## src/rtl/mdio_pkg.sv

```systemverilog
package mdio_pkg;
  localparam int FRAME_BITS = 64;
  localparam int POS_W      = $clog2(FRAME_BITS);
  localparam int TA_POS     = 46;
  localparam int DATA_POS   = 48;
  localparam int CR_W       = 3;
  localparam int OP_LSB     = 16;
  localparam int SAD_BIT    = 18;
  localparam int CR_LSB     = 19;
  localparam int BUSY_BIT   = 22;
  localparam int DONE_BIT   = 12;
  localparam int SUM_BIT    = 1;

  typedef enum logic [1:0] {SQ_IDLE, SQ_LEAD, SQ_FINAL} seq_state_e;

  typedef struct packed {
    logic [1:0]  st;
    logic [1:0]  op;
    logic [4:0]  pa;
    logic [4:0]  da;
    logic [15:0] data;
  } frame_t;

  function automatic logic [FRAME_BITS-1:0] pack_frame(frame_t f);
    return {32'hFFFF_FFFF, f.st, f.op, f.pa, f.da, 2'b10, f.data};
  endfunction
endpackage

```

## src/rtl/mdio_clkgen.sv

```systemverilog
module mdio_clkgen
  import mdio_pkg::*;
(
  input  logic            clk,
  input  logic            rst,
  input  logic            run,
  input  logic [CR_W-1:0] cr,
  output logic            mdc,
  output logic            rise_stb,
  output logic            fall_stb
);
  localparam int CNT_W = CR_W + 1;

  logic [CNT_W-1:0] cnt;
  logic [CNT_W-1:0] half_m1;
  logic             tick;

  assign half_m1  = CNT_W'(cr) + CNT_W'(1);
  assign tick     = run && (cnt == half_m1);
  assign rise_stb = tick && !mdc;
  assign fall_stb = tick && mdc;

  always_ff @(posedge clk) begin
    if (rst || !run) begin
      cnt <= '0;
      mdc <= 1'b0;
    end else if (tick) begin
      cnt <= '0;
      mdc <= ~mdc;
    end else begin
      cnt <= cnt + CNT_W'(1);
    end
  end


  mdc_idle_low_chk: assert property (@(posedge clk) disable iff (rst)
    !run |-> !mdc);
endmodule

```

## src/rtl/mdio_seq.sv

```systemverilog
module mdio_seq
  import mdio_pkg::*;
(
  input  logic        clk,
  input  logic        rst,
  input  logic        launch,
  input  logic        use_c22,
  input  logic        is_read,
  input  logic [4:0]  port,
  input  logic [4:0]  mmd,
  input  logic [15:0] regnum,
  input  logic [15:0] wdata,
  input  logic        rise_stb,
  input  logic        fall_stb,
  input  logic        mdio_i,
  output logic        active,
  output logic        mdio_o,
  output logic        mdio_oe,
  output logic [15:0] rdata,
  output logic        done
);
  seq_state_e            state;
  logic [FRAME_BITS-1:0] frame_q;
  logic [POS_W-1:0]      pos;
  logic [POS_W-1:0]      next_pos;
  logic                  rel_q;
  logic [FRAME_BITS-1:0] c22_f, adr_f, dat_f;

  assign active   = (state != SQ_IDLE);
  assign next_pos = pos + POS_W'(1);

  always_comb begin
    c22_f = pack_frame('{st: 2'b01, op: (is_read ? 2'b10 : 2'b01),
                         pa: port, da: regnum[4:0], data: wdata});
    adr_f = pack_frame('{st: 2'b00, op: 2'b00, pa: port, da: mmd, data: regnum});
    dat_f = pack_frame('{st: 2'b00, op: (is_read ? 2'b11 : 2'b01),
                         pa: port, da: mmd, data: wdata});
  end

  always_ff @(posedge clk) begin
    if (rst) begin
      state   <= SQ_IDLE;
      frame_q <= '0;
      pos     <= '0;
      rel_q   <= 1'b0;
      mdio_o  <= 1'b0;
      mdio_oe <= 1'b0;
      rdata   <= '0;
      done    <= 1'b0;
    end else begin
      done <= 1'b0;
      if (state == SQ_IDLE) begin
        if (launch) begin
          state   <= use_c22 ? SQ_FINAL : SQ_LEAD;
          frame_q <= use_c22 ? c22_f : adr_f;
          rel_q   <= use_c22 && is_read;
          pos     <= '0;
          mdio_o  <= 1'b1;
          mdio_oe <= 1'b1;
        end
      end else begin
        if (rise_stb && rel_q && pos >= POS_W'(DATA_POS))
          rdata <= {rdata[14:0], mdio_i};
        if (fall_stb) begin
          if (pos == POS_W'(FRAME_BITS - 1)) begin
            if (state == SQ_LEAD) begin
              state   <= SQ_FINAL;
              frame_q <= dat_f;
              rel_q   <= is_read;
              pos     <= '0;
              mdio_o  <= 1'b1;
              mdio_oe <= 1'b1;
            end else begin
              state   <= SQ_IDLE;
              mdio_o  <= 1'b0;
              mdio_oe <= 1'b0;
              done    <= 1'b1;
            end
          end else begin
            pos     <= next_pos;
            mdio_o  <= frame_q[~next_pos];
            mdio_oe <= !(rel_q && next_pos >= POS_W'(TA_POS));
          end
        end
      end
    end
  end


  read_release_chk: assert property (@(posedge clk) disable iff (rst)
    (state != SQ_IDLE && rel_q && pos >= POS_W'(TA_POS)) |-> !mdio_oe);
endmodule

```

## src/rtl/mdio_cmd_master.sv

```systemverilog
module mdio_cmd_master
  import mdio_pkg::*;
#(
  parameter int              ADDR_W   = 12,
  parameter int              PORTS    = 4,
  parameter logic [ADDR_W-1:0] OFF_SEL  = ADDR_W'('h200),
  parameter logic [ADDR_W-1:0] OFF_CMD  = ADDR_W'('h204),
  parameter logic [ADDR_W-1:0] OFF_STAT = ADDR_W'('h214),
  parameter logic [ADDR_W-1:0] OFF_IEN  = ADDR_W'('h218),
  parameter logic [ADDR_W-1:0] OFF_MODE = ADDR_W'('h220)
)(
  input  logic              clk,
  input  logic              rst,
  input  logic              reg_wr,
  input  logic [ADDR_W-1:0] reg_addr,
  input  logic [31:0]       reg_wdata,
  output logic [31:0]       reg_rdata,
  output logic              mdc,
  output logic              mdio_o,
  output logic              mdio_oe,
  input  logic              mdio_i,
  output logic              irq,
  output logic [31:0]       mac_isr
);
  logic [15:0]      regnum_q;
  logic [4:0]       mmd_q, port_q;
  logic [15:0]      data_q;
  logic [1:0]       op_q;
  logic             saddr_q;
  logic [CR_W-1:0]  cr_q;
  logic             busy_q, launch_q, st_q, ien_q;
  logic [PORTS-1:0] mode_q;
  logic [31:0]      rd_mux;
  logic             port_is_c22;

  logic        seq_active, seq_done, rise_stb, fall_stb;
  logic [15:0] seq_rdata;

  logic wr_sel, wr_cmd, wr_stat, wr_ien, wr_mode, start;
  assign wr_sel  = reg_wr && (reg_addr == OFF_SEL);
  assign wr_cmd  = reg_wr && (reg_addr == OFF_CMD);
  assign wr_stat = reg_wr && (reg_addr == OFF_STAT);
  assign wr_ien  = reg_wr && (reg_addr == OFF_IEN);
  assign wr_mode = reg_wr && (reg_addr == OFF_MODE);
  assign start   = wr_cmd && !busy_q && reg_wdata[BUSY_BIT];

  always_comb begin
    port_is_c22 = 1'b0;
    for (int i = 0; i < PORTS; i++)
      if (port_q == 5'(i) && mode_q[i]) port_is_c22 = 1'b1;
  end

  always_comb begin
    rd_mux = '0;
    if (reg_addr == OFF_SEL) begin
      rd_mux[25:0] = {port_q, mmd_q, regnum_q};
    end else if (reg_addr == OFF_CMD) begin
      rd_mux[BUSY_BIT]          = busy_q;
      rd_mux[CR_LSB +: CR_W]    = cr_q;
      rd_mux[SAD_BIT]           = saddr_q;
      rd_mux[OP_LSB +: 2]       = op_q;
      rd_mux[15:0]              = data_q;
    end else if (reg_addr == OFF_STAT) begin
      rd_mux[DONE_BIT] = st_q;
    end else if (reg_addr == OFF_IEN) begin
      rd_mux[DONE_BIT] = ien_q;
    end else if (reg_addr == OFF_MODE) begin
      rd_mux[PORTS-1:0] = mode_q;
    end
  end

  always_ff @(posedge clk) begin
    if (rst) begin
      regnum_q  <= '0;
      mmd_q     <= '0;
      port_q    <= '0;
      data_q    <= '0;
      op_q      <= '0;
      saddr_q   <= 1'b0;
      cr_q      <= '0;
      busy_q    <= 1'b0;
      launch_q  <= 1'b0;
      st_q      <= 1'b0;
      ien_q     <= 1'b0;
      mode_q    <= '0;
      reg_rdata <= '0;
    end else begin
      launch_q <= start;
      if (wr_sel && !busy_q)
        {port_q, mmd_q, regnum_q} <= reg_wdata[25:0];
      if (wr_cmd && !busy_q) begin
        data_q  <= reg_wdata[15:0];
        op_q    <= reg_wdata[OP_LSB +: 2];
        saddr_q <= reg_wdata[SAD_BIT];
        cr_q    <= reg_wdata[CR_LSB +: CR_W];
      end else if (seq_done && op_q[1]) begin
        data_q <= seq_rdata;
      end
      if (start)         busy_q <= 1'b1;
      else if (seq_done) busy_q <= 1'b0;
      if (seq_done)                          st_q <= 1'b1;
      else if (wr_stat && reg_wdata[DONE_BIT]) st_q <= 1'b0;
      if (wr_ien)  ien_q  <= reg_wdata[DONE_BIT];
      if (wr_mode) mode_q <= reg_wdata[PORTS-1:0];
      reg_rdata <= rd_mux;
    end
  end

  assign irq = st_q && ien_q;
  always_comb begin
    mac_isr          = '0;
    mac_isr[SUM_BIT] = st_q;
  end

  mdio_clkgen u_clkgen (
    .clk      (clk),
    .rst      (rst),
    .run      (seq_active),
    .cr       (cr_q),
    .mdc      (mdc),
    .rise_stb (rise_stb),
    .fall_stb (fall_stb)
  );

  mdio_seq u_seq (
    .clk      (clk),
    .rst      (rst),
    .launch   (launch_q),
    .use_c22  (port_is_c22),
    .is_read  (op_q[1]),
    .port     (port_q),
    .mmd      (mmd_q),
    .regnum   (regnum_q),
    .wdata    (data_q),
    .rise_stb (rise_stb),
    .fall_stb (fall_stb),
    .mdio_i   (mdio_i),
    .active   (seq_active),
    .mdio_o   (mdio_o),
    .mdio_oe  (mdio_oe),
    .rdata    (seq_rdata),
    .done     (seq_done)
  );


  done_clears_busy_chk: assert property (@(posedge clk) disable iff (rst)
    seq_done |=> (st_q && !busy_q));


  busy_hold_chk: assert property (@(posedge clk) disable iff (rst)
    (busy_q && !seq_done) |=> busy_q);


  target_frozen_chk: assert property (@(posedge clk) disable iff (rst)
    (busy_q && wr_sel) |=> $stable({port_q, mmd_q, regnum_q}));


  irq_source_chk: assert property (@(posedge clk) disable iff (rst)
    $rose(irq) |-> ($past(seq_done) || $past(wr_ien)));
endmodule

```

## config.mk

```make
export PLATFORM = sky130hd
export DESIGN_NAME = mdio_cmd_master
export DESIGN_NICKNAME = d
export VERILOG_FILES = /design/src/rtl/mdio_pkg.sv /design/src/rtl/mdio_clkgen.sv /design/src/rtl/mdio_seq.sv /design/src/rtl/mdio_cmd_master.sv
export SDC_FILE = /design/constraint.sdc
export NUM_CORES = 1
export LEC_CHECK = 0
export BUFFER_PORTS_ARGS = -buffer_cell sky130_fd_sc_hd__buf_2
export CAP_MARGIN = 20
export CORE_UTILIZATION = 57
export CTS_CLUSTER_SIZE = 20
export DETAILED_ROUTE_END_ITERATION = 8
export PLACE_DENSITY = 0.81
export SYNTH_ARGS = -nofsm -noshare
export SYNTH_HDL_FRONTEND = slang
export SYNTH_SLANG_ARGS = --single-unit
```

## constraint.sdc

```tcl
create_clock -name clk -period 7.8 [get_ports clk]
set_clock_uncertainty 0.2 [all_clocks]
set_input_delay 1.95 -clock clk [delete_from_list [all_inputs] [get_ports clk]]
set_output_delay 1.95 -clock clk [all_outputs]
set_load 0.02 [all_outputs]
```

==> summary by stage, run 1 <==
Outcome
The flow ran to the end, and the final reports show no timing, DRC or antenna violations.

Routing
In the routed layout, each cell is associated on average with a via count of 5.77. Across all layers, the routed design uses 5109 vias. The final layout contains routed wiring with a total length of 14800 um. The iteration-0 DRC count of the detailed router is 339. The final routed wire length divided by cell count is 16.7 um. The number of iterations in the first detailed-routing pass is 6. The residual DRC count is 0.

The remaining number of nets flagged by the antenna check after routing is 0.

Logic synthesis
A synthesized cell averages 9.43 um^2. Synthesis produced a netlist whose cell count is 683. The number of warnings issued by yosys is 0. After synthesis, the share of flip-flops with an asynchronous set or reset is 0%. After synthesis the netlist holds a flip-flop and latch count of 144.

The share of the Yosys chip area taken by registers is 44.8%. Counting flops with a built-in enable in the synthesized netlist gives 0. Summing every instance area after synthesis gives 6440 um^2.

The post-synthesis cell type count is 60. The most instantiated flip-flop cell in the synthesis netlist is dfxtp_1.

Layout
The proportion of layout cells with a drive suffix above 1 is 19.1%. The utilization after layout is 67.0%. The area occupied by multi-input gates is 3160 um^2. 0 antenna diodes ended up in the layout. Fill cells in the final layout number 813. The area occupied by registers is 2880 um^2. For this run, the post-layout net count is 784. With fillers left out, the area of the finished cells amounts to 7330 um^2. The layout overhead on the synthesized area is 13.8%. In the layout the commonest cells are 144 x dfxtp_1, 92 x nand2_1, 78 x nor2_1.

The library cell used most frequently in the layout, excluding fill and tap cells, is dfxtp_1.

Clocking
The total CTS buffers is 17. TritonCTS built the clock tree. The total of cells resized after clock tree synthesis is 0. Clock-pin slew was measured on the worst setup and hold paths at 60 ps. The number of buffers inserted by post-CTS setup repair is 0.

The CTS sink count is 144. The root buffer cell chosen for the clock tree is clkbuf_16. For the worst-skew pair, the clock arrives at the later sink with an insertion delay of 420 ps. The clock passes through at most 2 buffers. The number of H-tree levels is 4.

After clock tree synthesis, the flow added hold-fix buffers numbering 0.

Place
Routability-driven placement finished with a final weighted congestion of 0.822. The total of buffers placed on input and output ports is 72. Once placement finished, the instance area stood at 6620 um^2. The worst setup slack after placement is 2990 ps. Detailed placement ended at an HPWL of 9160 um.

Die
The width of the chip is 108 um. The standard-cell row count is 38. The initial cell density of the core is 58.9%. The die covers 11700 um^2. The vertical extent of the die is 108 um. The core area is 10900 um^2. The number of ports placed on the die boundary is 116.

GRT
The number of global-route vias before repair is 4877. The total global routing track utilization is 26.2%. The initial antenna violation count came to 0. The remaining global-route overflow is 0. Entering global routing, the biggest net connects 70 pins. The first global-routing pass estimated 23300 um of wire.

Power
The sequential share of power is 43.1%. The total internal power is 1.35 mW. In this run switching power makes up 20.6% of total power. The power density over cell area is 233 nW/um^2.

VDD sags by at most 0.000144 V. Summed over all nets, the switching power comes to 0.352 mW. In this run, the combinational gates consume 2.7% of the power. The share of total power in the clock network is 54.2%. The leakage power total is 3.13 nW.

STA
The number of pins exceeding their max-slew limit in the final report is 0. The normalized max-slew margin is 26.4%. Setup total negative slack on the finished layout was measured at 0 ps. The worst-case setup margin in the final layout is 3370 ps. The slew at the pin closest to its max-slew limit is 1100 ps. Setup repair after global routing left no endpoint under its margin. The smallest hold slack is 260 ps. The number of hold violations in the final report is 0. The share of the cycle needed by the critical path after routing is 56.9%. Setup violations remaining at the end of the flow were counted as 0.

The clock period minus worst slack is 4430 ps. Static timing analysis puts the maximum clock frequency at 225 MHz.

Worst hold path
The tightest min-delay check is of the reg -> reg type.

Worst setup path
The capturing element type of the critical path is a register. On the worst path, the slowest cell contributes a delay of 650 ps. The critical path start-end classification is in -> reg.

For the worst setup path, the data required time is 7870 ps. For this design, the slowest cell found on the critical path is nand2_2. The signal on the critical path passes through buf_2, or4_4, or3_4, nor3b_4, nand2_2, nor2_1, a211oi_2.

Of all nets on the critical path, the largest fanout is 38. At the worst endpoint, the arrival time is 4500 ps. The kind of launch point of the worst setup path is an input port. Among cell families on the critical path, the largest total delay comes from simple AND/OR/NAND/NOR gates.

The sum of buffers and inverters on the critical path is 1.

Run
The number of max-cap violations is 0.
-- worst register-to-register path, stage by stage, from the launching register on --
cell and delay (ps):
dfxtp_1 790, ha_1 760, mux2i_1 240, mux4_2 520, mux2_2 280, a22oi_1 180
o211a_1 180, o221a_1 170
-- synth_stat cells, types with 3 or more instances --
cell | number | share of area, %
buf_4 | 42 | 4.9
o31ai_1 | 3 | 0.35
nor3_1 | 7 | 0.54
a21oi_1 | 49 | 3.8
ha_1 | 4 | 0.78
dfxtp_1 | 144 | 45
a22o_1 | 20 | 2.7
a222oi_1 | 5 | 0.78
a211oi_2 | 16 | 3.1
inv_1 | 5 | 0.29
nand4_1 | 4 | 0.39
buf_6 | 6 | 1.0
mux2i_1 | 63 | 9.8
nand3_1 | 14 | 1.1
xnor2_1 | 6 | 0.82
a311oi_1 | 6 | 0.82
nor2b_1 | 5 | 0.49
a211oi_1 | 16 | 1.9
nor2_1 | 78 | 4.5
clkbuf_1 | 24 | 1.4
buf_2 | 8 | 0.62
mux4_2 | 5 | 1.7
and2_1 | 5 | 0.49
xor2_1 | 6 | 0.82
and3_1 | 7 | 0.68
nand2_1 | 92 | 5.4
-- through the flow --
step                      std cells  power, mW
after detailed placement        852      0.796
after global placement          852      0.796
after floorplan                 719      0.794
after global routing            885       1.74
after CTS                       884       1.71
final                           885       1.71
-- routing by layer --
| layer | up-vias | global-route usage (%) | share of wire [%] |
|---|---|---|---|
| met5 | - | 0 | 0 |
| met4 | 0 | 13.2 | 2.1 |
| met3 | 30 | 6.69 | 7.4 |
| met2 | 234 | 43.6 | 49 |
| met1 | 2409 | 31.2 | 41 |
| li1 | 2436 | - | - |
-- cells by family after synthesis --
kind of cell	after synthesis	share of synthesized area [%]
AO/OA/AOI/OAI	131	15.4
flip-flops	144	44.8
other	1	0.0582
AND/OR/NAND/NOR	233	17.0
XOR/XNOR	12	1.63
adder cells (fa/ha/maj)	4	0.777
buffers and inverters	88	8.43
multiplexers	70	11.9
-- state kept, by name (all words and copies together) (netlist names), 2 cells and up --
name and flops:
cr_q 3, data_q 16, mmd_q 5, mode_q 4, op_q 2, port_q 5, reg_rdata 26, regnum_q 16
u_clkgen.cnt 4, u_seq.frame_q 29, u_seq.pos 6, u_seq.rdata 16, u_seq.state 2
-- power groups by stage --
stage | sequential [mW] | combinational [mW] | clock (mW)
after floorplan | 0.752 | 0.0421 | 0
after global placement | 0.752 | 0.0438 | 0
after detailed placement | 0.752 | 0.0445 | 0
after CTS | 0.736 | 0.0446 | 0.926
after global routing | 0.735 | 0.0486 | 0.961
final | 0.736 | 0.0455 | 0.925
-- cell type report --
cell class	count	area share (%)
multi-input combinational	487	43.1
sequential	144	39.4
clock buffer	19	6.05
timing repair buffer	76	5.64
clock inverter	13	3.18
tap	140	2.39
inverter	6	0.307
-- final timing paths --
| kind | depth (start not counted) | slack [ps] | startpoint | endpoint |
|---|---|---|---|---|
| setup / recovery | 7 | 3370 | reg_addr[11] | data_q[6] |
| hold / removal | 2 | 260 | op_q[0] | op_q[0] |
| setup reg to reg | 7 | 4410 | u_seq.pos[0] | u_seq.mdio_o |
| hold reg to reg | 2 | 260 | op_q[0] | op_q[0] |
(Power assumes the default switching activity.)
==> run 2: changes to the inputs <==
--- a/config.mk
+++ b/config.mk
@@ -7,10 +7,10 @@
 export LEC_CHECK = 0
 export BUFFER_PORTS_ARGS = -buffer_cell sky130_fd_sc_hd__buf_2
 export CAP_MARGIN = 20
-export CORE_UTILIZATION = 57
+export CORE_UTILIZATION = 50
 export CTS_CLUSTER_SIZE = 20
 export DETAILED_ROUTE_END_ITERATION = 8
-export PLACE_DENSITY = 0.81
+export PLACE_DENSITY = 0.76
 export SYNTH_ARGS = -nofsm -noshare
 export SYNTH_HDL_FRONTEND = slang
 export SYNTH_SLANG_ARGS = --single-unit
==> constraint.sdc (replaced) <==
create_clock -name clk -period 3.7 [get_ports clk]
set_clock_uncertainty 0.2 [all_clocks]
set_input_delay 0.925 -clock clk [delete_from_list [all_inputs] [get_ports clk]]
set_output_delay 0.925 -clock clk [all_outputs]
set_load 0.02 [all_outputs]
==> summary by stage, run 2 (synthesis results as in run 1) <==
Outcome
The flow ran to the end, and the final reports show no timing, DRC or antenna violations.

Worst setup path
The largest fanout on the critical path is 38 (unchanged). The launch instance of the worst register-to-register path is u_seq.pos[1]. The worst path arrival time is 3040 ps (-1460 ps).

In this run the worst setup path begins at reg_addr[11]. The critical path start-end classification is in -> reg. The required time of the critical path is 3760 ps (-4110 ps). The worst setup path is captured at a register. STA classifies the critical path startpoint as an input port.

Layout
The largest register by flop count is u_seq.frame_q. The proportion of layout cells with a drive suffix above 1 was 20.3% (+1.2 points). The final-layout fill cell count is 1059 (+30%).

The area occupied by multi-input gates is 3160 um^2 (unchanged). The layout overhead on the synthesized area is 14.9%. In the final layout, the registers with the most flip-flops are u_seq.frame_q (29), reg_rdata (26).

The top cell types in the final layout, fill and taps aside, are 144 x dfxtp_1, 92 x nand2_1, 78 x nor2_1. The count of nets after finishing is 794 (+1.3%). The flip-flop count of the largest register, all copies and words added is 29 (unchanged).

The commonest non-fill, non-tap cell in the layout is dfxtp_1. The area occupied by registers is 2880 um^2 (unchanged).

Die
The initial cell density of the core came to 51.2% (-7.7 points). The width of the chip was 115 um (+6.6%). The vertical extent of the die is 115 um (+6.6%). The overall die area is 13300 um^2 (+14%). The number of ports placed on the die boundary is 116 (unchanged). The core area was 12600 um^2 (+15%). The standard-cell row count is 41 (+7.9%).

GRT
The number of global-route vias before repair was 4878 (+0.021%). The remaining global-route overflow is 0 (unchanged). The initial antenna violation count is 2 (+2). The largest net degree at the start of global routing is 78 (+11%). The total global routing track utilization is 23.3% (-2.9 points). The global-route wire length before repair is 23700 um (+1.6%).

Routing
The average via count per standard cell is 5.56 (-3.6%). The final routed wire length divided by cell count came to 16.1 um (-3.4%). The residual DRC count came to 0 (unchanged). The iteration-0 DRC count of the detailed router is 438 (+29%). The number of iterations in the first detailed-routing pass was 9 (+3). The remaining number of nets flagged by the antenna check after routing is 0 (unchanged).

The total detailed-routing wirelength is 15000 um (+1.4%). The number of vias in the routed layout is 5168 (+1.2%).

Power
The combinational share of power came to 2.8% (about the same). The total internal power is 2.74 mW (+100%). The sequential share of power is 44.7% (+1.6 points).

The leakage power total is 3.17 nW (+1.1%). The fraction of power spent switching nets is 21.2% (+0.60 points). The switching power total is 0.736 mW (+110%). The power density over cell area is 469 nW/um^2 (+100%). The share of total power in the clock network is 52.6% (-1.6 points). The worst ir drop on vdd is 0.000264 V (+84%).

Place
The final estimated routing congestion in global placement is 0.833 (+1.3%). The HPWL after detailed placement was 9960 um (+8.8%). The total of buffers placed on input and output ports is 72 (unchanged).

Clocking
In this run the clock root is driven by a clkbuf_16. The number of buffers inserted by post-CTS setup repair was 0 (unchanged). The count of hold-fix buffers inserted at cts is 0 (unchanged). The maximum buffer depth of the clock tree is 2 (unchanged). The total of cells resized after clock tree synthesis is 0 (unchanged). The total CTS buffers is 17 (unchanged). The CTS sink count is 144 (unchanged).

The clock tree from TritonCTS is done. The clock-pin slew on the worst setup and hold paths is 60 ps (about the same). The clock latency on the worst-skew pair was 420 ps (about the same). The number of H-tree levels is 4 (unchanged).

STA
The normalized max-slew margin is 33.0% (+6.6 points). Of the available clock period, the critical path in the final layout requires 80.5%. The number of pins exceeding their max-slew limit in the final report came to 0 (unchanged).

The number of hold violations in the final report is 0 (unchanged). Setup repair after global routing left no endpoint under its margin. The highest clock frequency the design can meet is 336 MHz. The clock period minus worst slack is 2980 ps. The smallest hold slack is 261 ps (+0.0980 ps).

The post-route setup TNS was 0 ps (unchanged). The setup violation total in the final timing report is 0 (unchanged). The slew at the pin closest to its max-slew limit was 1000 ps (-99.1 ps).

Worst hold path
In this run the worst hold path is classified as reg -> reg. The beginning of the worst hold path is saddr_q.

Run
The number of max-cap violations is 0 (unchanged).
-- run 2: cell count changes in the layout (fill, tap and decap cells not counted), sizes merged --
cell	before	now
buf	76	86
bufinv	6	4
clkinvlp	4	3
clkinv	2	5
diode	0	2
-- run 2: power by group through the flow --
stage	Combinational, mW	Clock [mW]	Sequential (mW)
floorplan	0.0889	0	1.58
global placement	0.0928	0	1.58
detailed placement	0.0939	0	1.58
CTS	0.0941	1.84	1.55
global route	0.103	1.91	1.55
finish	0.0957	1.83	1.55
-- run 2: area by class of cell --
cell class                      instances  share of cell area (%)
Antenna cell                            2                  0.0676
Clock buffer                           19                    6.12
Clock inverter                         13                    2.49
Inverter                                6                   0.304
Multi-Input combinational cell        487                    42.7
Sequential cell                       144                    39.0
Tap cell                              172                    2.91
Timing Repair Buffer                   86                    6.49
-- run 2: metrics by stage --
step           util, %  power (mW)  instance area (um^2)  instances  setup WS, ps
3_5_place_dp      53.8        1.68                  6760        895           338
3_3_place_gp      53.8        1.68                  6760        895           390
5_1_grt           58.9        3.56                  7400        929           527
6_report          58.9        3.47                  7400        929           723
2_1_floorplan        -        1.67                  6580        719           735
4_1_cts           58.8        3.48                  7390        927           768
-- run 2: layer usage --
layer,global-route usage [%],part of all wire [%]
met5,0,0
met4,7.79,1.5
met3,5.96,6.8
met2,39.8,51
met1,28.5,41
-- run 2: worst paths after layout --
| kind | endpoint | slack (ps) | cells after the start |
|---|---|---|---|
| min | saddr_q | 260 | 2 |
| max reg2reg | u_seq.mdio_o | 780 | 9 |
| max | data_q[4] | 720 | 8 |
| min reg2reg | saddr_q | 260 | 2 |
-- run 2: critical path: stages --
cell and delay, ps:
buf_2 100, or4_4 530, or3_4 440, nor3b_4 410, nand2_2 70, buf_4 300
nor2_1 200, a211oi_2 60
==> run 3: changes to the inputs <==
==> constraint.sdc (replaced) <==
create_clock -name clk -period 2.5 [get_ports clk]
set_clock_uncertainty 0.2 [all_clocks]
set_input_delay 0.625 -clock clk [delete_from_list [all_inputs] [get_ports clk]]
set_output_delay 0.625 -clock clk [all_outputs]
set_load 0.02 [all_outputs]
==> summary by stage, run 3 (synthesis results as in run 1) <==
Outcome
The flow ran to the end, and the final reports show no timing, DRC or antenna violations.

STA
Setup repair after global routing could not meet its margin everywhere. Of the available clock period, the critical path in the final layout requires 98.9%. The clock period minus worst slack is 2470 ps. The normalized max-slew margin came to 56.1% (+23 points).

The number of hold violations in the final report is 0 (unchanged). The slew at the pin closest to its max-slew limit is 656 ps (-347 ps). The smallest hold slack is 251 ps (-9.09 ps). The highest clock frequency the design can meet is 404 MHz.

The number of pins exceeding their max-slew limit in the final report was 0 (unchanged). The worst-case setup margin in the final layout was 26.5 ps (-696 ps). The setup violation total in the final timing report is 0 (unchanged).

Die
The number of ports placed on the die boundary is 116 (unchanged). The width of the chip came to 115 um (unchanged). The overall die area was 13300 um^2 (unchanged). The standard-cell row count is 41 (unchanged). The initial cell density of the core is 51.2% (unchanged). The core area is 12600 um^2 (unchanged). The vertical extent of the die was 115 um (unchanged).

Worst setup path
The instance count on the critical path is 8 (unchanged). The kind of launch point of the worst setup path is an input port. The worst setup path is captured at a register.

The sum of buffers and inverters on the critical path was 2 (unchanged). The length in cells of the worst reg-to-reg path was 7 (-2). The largest fanout on the critical path is 32 (-16%). The capturing instance or port of the critical path is data_q[6]. In this run the critical register-to-register path is launched from cr_q[0].

The worst path arrival time is 2550 ps (-490 ps). The end of the worst register-to-register path is u_seq.pos[2]. Broken down by cell family, the worst path's largest delay share belongs to simple AND/OR/NAND/NOR gates.

The required time of the critical path is 2570 ps (-1190 ps). The slowest cell on the critical path is or4_4. The critical path start-end classification is in -> reg. The maximum cell stage delay along the critical path is 520 ps (about the same). The worst reg-to-reg setup slack is 30 ps (-750 ps). The signal on the critical path passes through buf_2, or4_4, or3_4, nor3b_4, nand2_2, buf_12, nor2_1, a211oi_2. The critical path launch point is reg_addr[11].

Place
The HPWL after detailed placement is 9880 um (-0.76%). The worst setup slack after placement was -362 ps (-700 ps). The count of placed standard cells including taps is 919 (+2.7%). The final estimated routing congestion in global placement is 0.841 (+1.0%). The total of buffers placed on input and output ports is 72 (unchanged).

Power
The total design power is 4.87 mW (+40%). The power density over cell area is 622 nW/um^2 (+32%). The leakage power total is 3.37 nW (+6.3%). The worst ir drop on vdd is 0.000384 V (+45%).

Layout
The count of nets after finishing was 825 (+3.9%). The area occupied by registers is 2890 um^2 (+0.17%). The area occupied by multi-input gates is 3250 um^2 (+3.1%). The final-layout fill cell count is 966 (-8.8%). The library cells used most frequently in the layout, excluding fill and tap cells, are 142 x dfxtp_1, 91 x nand2_1, 78 x nor2_1. Leaving out fill and tap cells, the most frequent cell in the layout is dfxtp_1. The proportion of layout cells with a drive suffix above 1 came to 25.2% (+4.9 points). The flip-flop count of the largest register, all copies and words added is 29 (unchanged). The layout overhead on the synthesized area is 21.6%. The number of antenna cells inserted came to 0 (-2). The number of cells in the finished layout apart from fillers is 958 (+3.1%). The largest registers in the layout are u_seq.frame_q (29), reg_rdata (26). The largest register by flop count is u_seq.frame_q.

GRT
The remaining global-route overflow came to 0 (unchanged). The initial antenna violation count is 0 (-2). The global-route wire length before repair is 24000 um (+1.4%).

The number of global-route vias before repair came to 4968 (+1.8%). The total global routing track utilization is 23.2% (-0.088 points). The largest net degree at the start of global routing came to 105 (+35%).

Clocking
The total CTS buffers was 17 (unchanged). The tree is rooted in a clkbuf_16. The clock tree from TritonCTS is done.

The clock-pin slew on the worst setup and hold paths is 60 ps (about the same). The clock latency on the worst-skew pair is 420 ps (about the same). The CTS sink count came to 144 (unchanged). The maximum buffer depth of the clock tree was 2 (unchanged). The number of H-tree levels is 4 (unchanged).

Routing
The total detailed-routing wirelength is 15800 um (+5.1%). The average via count per standard cell was 5.50 (-1.2%). The residual DRC count is 0 (unchanged). The remaining number of nets flagged by the antenna check after routing is 0 (unchanged).

The iteration-0 DRC count of the detailed router is 505 (+15%). The number of vias in the routed layout was 5265 (+1.9%). The number of iterations in the first detailed-routing pass is 6 (-3). The final routed wire length divided by cell count was 16.4 um (+1.9%).

Worst hold path
The worst hold path cell count is 2 (unchanged). The worst hold path belongs to the class reg -> reg.

Run
The number of max-cap violations was 0 (unchanged).
run 3: cell types whose count changed in the layout (fill, tap and decap cells not counted), moves of 3 or more:
| cell | before | now |
|---|---|---|
| buf_12 | 1 | 10 |
| buf_4 | 14 | 32 |
| clkbuf_16 | 17 | 20 |
| clkinv_2 | 3 | 7 |
run 3: worst min-delay path by stage:
| stage | start | slack (ps) | to |
|---|---|---|---|
| after global placement | op_q[0] | 240 | op_q[0] |
| after global routing | reg_wdata[23] | 260 | port_q[2] |
| after detailed placement | op_q[0] | 250 | op_q[0] |
| after floorplan | op_q[0] | 230 | op_q[0] |
| after CTS | reg_wdata[23] | 250 | port_q[2] |
| final | op_q[0] | 250 | op_q[0] |
run 3: what timing repair did:
item                                    4_1_cts  5_1_grt
endpoints found under the setup margin        1       34
pin swaps                                     2        4
hold buffers                                  0        0
gates cloned                                  0        3
resized for setup                             6       16
endpoints found under the hold margin         0        0
setup buffers                                 1        3
run 3: metrics by stage:
step           instance area (um^2)  utilization (%)  TNS (ps)
2_1_floorplan                  6620                -     -6850
3_3_place_gp                   7040             56.0    -18130
3_5_place_dp                   7040             56.0    -21110
4_1_cts                        7640             60.8         0
5_1_grt                        7830             62.3      -184
6_report                       7830             62.3         0
run 3: layout make-up:
type                            count  area share, %
Clock buffer                       17           5.43
Clock inverter                     15           1.84
Inverter                            6          0.288
Multi-Input combinational cell    487           41.6
Sequential cell                   144           36.9
Tap cell                          172           2.75
Timing Repair Buffer              117           11.3
run 3: tightest hold or removal path: cells and delay by family (launching register included):
kind	cells	cell delay, ps
flops	1	300
simple gates	1	50
compound gates	1	50
run 3: report_power, final:
group	internal [mW]	switching (mW)	total, mW
Clock	1.46	0.969	2.43
Sequential	2.29	0.000119	2.29
Combinational	0.0337	0.113	0.147
run 3: metal layers:
metal  GRT usage (%)  vias to the layer above  part of all wire, %
met4            9.00                        0                  2.1
met5               0                        -                    0
met3            4.39                       26                  5.7
met1            29.2                     2546                   42
met2            39.3                      183                   50
li1                -                     2510                    -
